===== src/rtl/pchk_pkg.sv =====
package pchk_pkg;

    typedef enum logic [1:0] {
        PM_OFF  = 2'b00,
        PM_IQ   = 2'b01,
        PM_EVEN = 2'b10,
        PM_ODD  = 2'b11
    } pmode_e;

    localparam logic [1:0] BW_DDR_CODE = 2'b10;
    localparam int unsigned NUM_LANES  = 2;

endpackage


===== src/rtl/pchk_lane.sv =====
module pchk_lane
    import pchk_pkg::*;
#(
    parameter int unsigned DW = 16
) (
    input  pmode_e          mode_i,
    input  logic            en_i,
    input  logic [DW-1:0]   word_i,
    input  logic            par_i,
    input  logic            is_q_i,
    output logic            err_o
);

    logic xor_all;

    always_comb begin
        xor_all = ^{word_i, par_i};
        err_o   = 1'b0;
        if (en_i) begin
            unique case (mode_i)
                PM_IQ:   err_o = (par_i != is_q_i);
                PM_EVEN: err_o = xor_all;
                PM_ODD:  err_o = ~xor_all;
                default: err_o = 1'b0;
            endcase
        end
    end

endmodule


===== src/rtl/pchk_iq_phase.sv =====
module pchk_iq_phase (
    input  logic clk,
    input  logic rst_n,
    input  logic ddr_i,
    input  logic sync_rise_i,
    input  logic restart_i,
    output logic lane_a_is_q_o,
    output logic lane_b_is_q_o
);

    typedef struct packed {
        logic phase;
    } ph_state_t;

    ph_state_t st_d, st_q;

    always_comb begin
        st_d          = st_q;
        lane_b_is_q_o = 1'b1;
        if (ddr_i) begin
            lane_a_is_q_o = 1'b0;
            st_d.phase    = 1'b0;
        end else begin
            lane_a_is_q_o = (sync_rise_i || restart_i) ? 1'b0 : st_q.phase;
            st_d.phase    = ~lane_a_is_q_o;
        end
    end

    always_ff @(posedge clk or negedge rst_n) begin
        if (!rst_n) st_q <= '0;
        else        st_q <= st_d;
    end

    // in single rate with no re-alignment, the phase flips each clock
    assert_phase_toggle_R4: assert property (@(posedge clk) disable iff (!rst_n)
        (!ddr_i && !sync_rise_i && !restart_i) |=> (st_q.phase != $past(st_q.phase)));

    // a re-aligned single-rate word is followed by a Q phase
    assert_realign_R10: assert property (@(posedge clk) disable iff (!rst_n)
        (!ddr_i && (sync_rise_i || restart_i)) |=> (st_q.phase == 1'b1));

endmodule


===== src/rtl/pchk_accum.sv =====
module pchk_accum
    import pchk_pkg::*;
#(
    parameter int unsigned CW = 16
) (
    input  logic                 clk,
    input  logic                 rst_n,
    input  logic                 restart_i,
    input  logic [NUM_LANES-1:0] err_i,
    input  logic                 clr_i,
    output logic [NUM_LANES-1:0] pulse_o,
    output logic                 sticky_o,
    output logic [CW-1:0]        cnt_o
);

    localparam logic [CW-1:0] CNT_MAX = {CW{1'b1}};

    typedef struct packed {
        logic [NUM_LANES-1:0] pulse;
        logic                 sticky;
        logic [CW-1:0]        cnt;
    } acc_state_t;

    acc_state_t st_d, st_q;
    logic [CW:0] inc;
    logic [CW:0] sum;

    always_comb begin
        st_d       = st_q;
        inc        = {{CW{1'b0}}, err_i[0]} + {{CW{1'b0}}, err_i[1]};
        sum        = {1'b0, st_q.cnt} + inc;
        st_d.pulse = err_i;
        if (clr_i)           st_d.sticky = 1'b0;
        else if (|err_i)     st_d.sticky = 1'b1;
        if (restart_i)       st_d.cnt = inc[CW-1:0];
        else if (sum[CW])    st_d.cnt = CNT_MAX;
        else                 st_d.cnt = sum[CW-1:0];
    end

    always_ff @(posedge clk or negedge rst_n) begin
        if (!rst_n) st_q <= '0;
        else        st_q <= st_d;
    end

    assign pulse_o  = st_q.pulse;
    assign sticky_o = st_q.sticky;
    assign cnt_o    = st_q.cnt;

    assert_clear_wins_R8: assert property (@(posedge clk) disable iff (!rst_n)
        clr_i |=> !sticky_o);

    assert_sticky_hold_R8: assert property (@(posedge clk) disable iff (!rst_n)
        (sticky_o && !clr_i) |=> sticky_o);

    assert_no_wrap_R9: assert property (@(posedge clk) disable iff (!rst_n)
        (cnt_o == CNT_MAX && !restart_i) |=> (cnt_o == CNT_MAX));

    assert_monotonic_R9: assert property (@(posedge clk) disable iff (!rst_n)
        !restart_i |=> (cnt_o >= $past(cnt_o)));

endmodule


===== src/rtl/pchk_top.sv =====
module pchk_top
    import pchk_pkg::*;
#(
    parameter int unsigned DW = 16,
    parameter int unsigned CW = 16
) (
    input  logic          clk,
    input  logic          rst_n,
    input  logic [1:0]    mode_i,
    input  logic [1:0]    width_i,
    input  logic          fsync_i,
    input  logic [DW-1:0] word_a_i,
    input  logic          par_a_i,
    input  logic [DW-1:0] word_b_i,
    input  logic          par_b_i,
    input  logic          clr_i,
    output logic [1:0]    err_pulse_o,
    output logic          err_sticky_o,
    output logic [CW-1:0] err_cnt_o
);

    typedef struct packed {
        logic [1:0] mode;
        logic [1:0] width;
        logic       fsync;
    } cfg_state_t;

    cfg_state_t st_d, st_q;

    pmode_e               mode_e;
    logic                 ddr;
    logic                 cfg_chg;
    logic                 sync_rise;
    logic [NUM_LANES-1:0] lane_en;
    logic [NUM_LANES-1:0] lane_is_q;
    logic [NUM_LANES-1:0] lane_par;
    logic [NUM_LANES-1:0] lane_err;
    logic [DW-1:0]        lane_word [NUM_LANES];

    always_comb begin
        mode_e       = pmode_e'(mode_i);
        ddr          = (width_i == BW_DDR_CODE);
        cfg_chg      = (mode_i != st_q.mode) || (width_i != st_q.width);
        sync_rise    = fsync_i && !st_q.fsync;
        lane_en      = {ddr, 1'b1};
        lane_par     = {par_b_i, par_a_i};
        lane_word[0] = word_a_i;
        lane_word[1] = word_b_i;
        st_d.mode    = mode_i;
        st_d.width   = width_i;
        st_d.fsync   = fsync_i;
    end

    always_ff @(posedge clk or negedge rst_n) begin
        if (!rst_n) st_q <= '0;
        else        st_q <= st_d;
    end

    pchk_iq_phase u_phase (
        .clk           (clk),
        .rst_n         (rst_n),
        .ddr_i         (ddr),
        .sync_rise_i   (sync_rise),
        .restart_i     (cfg_chg),
        .lane_a_is_q_o (lane_is_q[0]),
        .lane_b_is_q_o (lane_is_q[1])
    );

    for (genvar g = 0; g < NUM_LANES; g++) begin : g_lane
        pchk_lane #(.DW(DW)) u_lane (
            .mode_i (mode_e),
            .en_i   (lane_en[g]),
            .word_i (lane_word[g]),
            .par_i  (lane_par[g]),
            .is_q_i (lane_is_q[g]),
            .err_o  (lane_err[g])
        );
    end

    pchk_accum #(.CW(CW)) u_accum (
        .clk       (clk),
        .rst_n     (rst_n),
        .restart_i (cfg_chg),
        .err_i     (lane_err),
        .clr_i     (clr_i),
        .pulse_o   (err_pulse_o),
        .sticky_o  (err_sticky_o),
        .cnt_o     (err_cnt_o)
    );

    assert_sdr_lane_b_idle_R5: assert property (@(posedge clk) disable iff (!rst_n)
        (width_i != BW_DDR_CODE) |=> (err_pulse_o[1] == 1'b0));

    assert_off_quiet_R7: assert property (@(posedge clk) disable iff (!rst_n)
        (mode_i == PM_OFF) |=> (err_pulse_o == 2'b00));

    assert_off_sticky_R7: assert property (@(posedge clk) disable iff (!rst_n)
        (mode_i == PM_OFF && !clr_i) |=> $stable(err_sticky_o));

endmodule


===== config.mk =====
export PLATFORM = sky130hd
export DESIGN_NAME = pchk_top
export DESIGN_NICKNAME = d
export VERILOG_FILES = /design/src/rtl/pchk_pkg.sv /design/src/rtl/pchk_lane.sv /design/src/rtl/pchk_iq_phase.sv /design/src/rtl/pchk_accum.sv /design/src/rtl/pchk_top.sv
export SDC_FILE = /design/constraint.sdc
export NUM_CORES = 1
export LEC_CHECK = 0
export ABC_AREA = 1
export BUFFER_PORTS_ARGS = -buffer_cell sky130_fd_sc_hd__clkbuf_2
export CAP_MARGIN = 30
export CORE_ASPECT_RATIO = 1.2
export CORE_MARGIN = 2
export CORE_UTILIZATION = 53
export CTS_CLUSTER_DIAMETER = 120
export CTS_CLUSTER_SIZE = 25
export DETAILED_ROUTE_END_ITERATION = 6
export PLACE_DENSITY = 0.81
export SLEW_MARGIN = 30
export SYNTH_ARGS = -nofsm -noshare
export SYNTH_HDL_FRONTEND = slang
export SYNTH_HIERARCHICAL = 1
export SYNTH_SLANG_ARGS = --single-unit

===== constraint.sdc =====
create_clock -name clk -period 3.55 [get_ports clk]
set_clock_uncertainty 0.1 [all_clocks]
set_input_delay 0.5325 -clock clk [delete_from_list [all_inputs] [get_ports clk]]
set_output_delay 0.5325 -clock clk [all_outputs]
set_load 0.02 [all_outputs]

==> flow_summary.toml <==
[job]
maxCapViolCount = 0

[worst_setup_path]
endpoint_kind = "flop"
cp-start-kind = "input pin"
cp_max_fo = 5
crit_top_cell = "nand2_1"
critPathKind = "input pin to flop"
cpPeakStageDelay_ns = 0.36
cp_slowest_cell = "fa_2"
critPathBufInv = 6
crit_family = "simple AND/OR/NAND/NOR gates"
arrival_ns = 3.34
cp.required_ns = 3.66

[yosys]
synth_compound_gate_area_share = 0.0495
avgSynthCellArea_um2 = 6.14
synth-adder-area-share = 0.0312
synthXorXnorAreaFrac = 0.0584
ys_types = 29
ys_warn_count = 6
syn_inst = 366
ys_ff_latch = 25
synth-seq-area-share = 0.278
synth.cell_area_um2 = 2250
synth-simple-area-share = 0.457
synth_top_family_by_area = "simple AND/OR/NAND/NOR gates"
synthMuxAreaShare = 0
syn_nets = 413

[timing]
hold_viol = 0
relSlewSlack = 0.575
slew_viol_final = 0
hold_ws_ns = 0.164
worst_pin_slew_ns = 0.638
setup_violations = 0
fin_crit_ns = 3.24
fmax_mhz = 309
finalCritPeriodShare = 0.912

[cts]
htreeDepth = 1
cts_hold_buffers = 0
cts_num_sinks = 25
clk_latency_ns = 0.27
clk_pin_slew_ns = 0.09
root_buffer = "clkbuf_8"
cts_made_buffers = 3
cts_tree = "done"
clockBufferDepth = 2

[route]
wl_per_cell_um = 9.84
vias = 2378
route.detailed.drc = 0
postRouteAntennaNets = 0
totalWireLength_mm = 4.88
avgViaCountPerCell = 4.79
drtIter0Drc = 134
dr.pass1.iters = 6

[floorplanning]
start_util = 0.562
fp.dieH_um = 75.4
rows = 25
dieArea_um2 = 4780
ios = 61
core_area_um2 = 4000
die_w_um = 63.5

[pwr]
power_mw = 0.673
ir_worst_vdd_v = 0.000124
leakage_nw = 1.78
power.density_nw_per_um2 = 239

[final_layout]
nets = 490
synthToLayoutAreaGrowth_pct = 25.0
final_common_cell = "nand2_1"
final_area_um2 = 2810
fin_util = 0.702
layout_common_cells = "nand2_1 (162), inv_1 (59), clkbuf_2 (59)"
fillCellCount = 377
fin_cells = 496
antenna_cells = 0
drive_above_1_share = 0.256

[placed_design]
dpl.hpwl_mm = 3.84
placed_area_um2 = 2670
globalplace.congestion = 0.818
dp_cells = 488
io_buffers = 60

[global_routing]
grt_pass1_wl_mm = 8.09
grt_pass1_vias = 2020
antenna_found_initial = 0
grtUsageTotal = 0.209
grt_start_max_net_pins = 26
grt_overflow = 0

[run_status]
status = "finished, final reports clean"

[hold_path]
hold_path_class = "input pin to async pin"
-- synthesized netlist by cell type --
cell,number,area (µm²)
ha_1,4,50.1
xor2_1,7,61.3
conb_1,2,7.51
buf_4,1,7.51
fa_1,1,20.0
nor2_8,2,40.0
xnor2_1,8,70.1
clkinv_1,1,3.75
buf_6,1,11.3
nand4_4,1,21.3
nor2_2,4,25.0
nor3_4,1,16.3
dfrtp_1,25,626
a31oi_1,2,12.5
inv_1,63,236
o21ai_2,1,8.76
nand2_1,162,608
nor2_1,18,67.6
nand2_2,6,37.5
a21oi_1,12,60.1
o21ai_0,3,15.0
nand4_1,4,25.0
or2_2,1,6.26
nand3_1,26,130
nor2_4,2,22.5
inv_2,4,15.0
o21a_1,2,15.0
nand3_4,1,17.5
nand2_4,1,11.3
-- per-stage QoR --
stage               setup WS (ns)  setup TNS (ns)
finish                      0.312               0
global route              -0.0388         -0.0388
CTS                         0.150               0
detailed placement         -0.116           -1.28
global placement          -0.0367          -0.145
floorplan                   0.294               0
-- cell type report --
| cell class | instances | area [µm²] | area share |
|---|---|---|---|
| Clock buffer | 4 | 45.0 | 0.0160 |
| Inverter | 68 | 255 | 0.0908 |
| Multi-Input combinational cell | 273 | 1430 | 0.507 |
| Sequential cell | 25 | 626 | 0.223 |
| Tap cell | 54 | 67.6 | 0.0240 |
| Timing Repair Buffer | 72 | 393 | 0.140 |
-- state kept, by name (all words and copies together), names as in the netlist --
signal,cells
st_q,5
u_accum/cnt_o,16
u_accum/sticky_o,1
u_accum/pulse_o,2
u_phase/st_q,1
-- what timing repair did --
item,in CTS,in global routing
endpoints found under the setup margin,0,16
setup buffers,0,2
resized for setup,0,17
-- path summary, 6_finish.rpt --
| path | slack, ns | from | cells past startpoint | endpoint |
|---|---|---|---|---|
| max | 0.31 | mode_i[1] | 26 | u_accum/cnt_o[8] |
| min in group clk | 0.28 | fsync_i | 1 | st_q[0] |
| max in group asynchronous | 2.77 | rst_n | 1 | st_q[0] |
| max reg2reg | 0.32 | st_q[4] | 24 | u_accum/cnt_o[8] |
| min reg2reg | 0.35 | u_phase/st_q | 1 | u_phase/st_q |
| min | 0.16 | rst_n | 1 | u_accum/cnt_o[3] |
-- kinds of logic (layout without fill, tap and decap cells) --
logic type,after synthesis,after routing
other,2,2
and+or+nand+nor,229,231
xor gates and xnor gates,15,15
DFF,25,25
buffers and inverters,70,144
AOI/OAI and AO/OA,20,20
adders and majority gates,5,5
-- where the power goes --
part	total (mW)	internal (mW)	switching, mW
sequential	0.302	0.295	0.00725
clock	0.170	0.0804	0.0900
combinational	0.201	0.0853	0.115
total	0.673	0.460	0.213
-- layer usage --
layer  wire (µm)  global-route usage  share of wire  vias up
met5           0                   0              0        -
met1        1990               0.238           0.41     1058
met4          76              0.0700          0.016        0
met2        2610               0.409           0.53       60
li1            -                   -              -     1253
met3         207              0.0251          0.042        7
No activity file was read; power rests on OpenSTA's default activity.
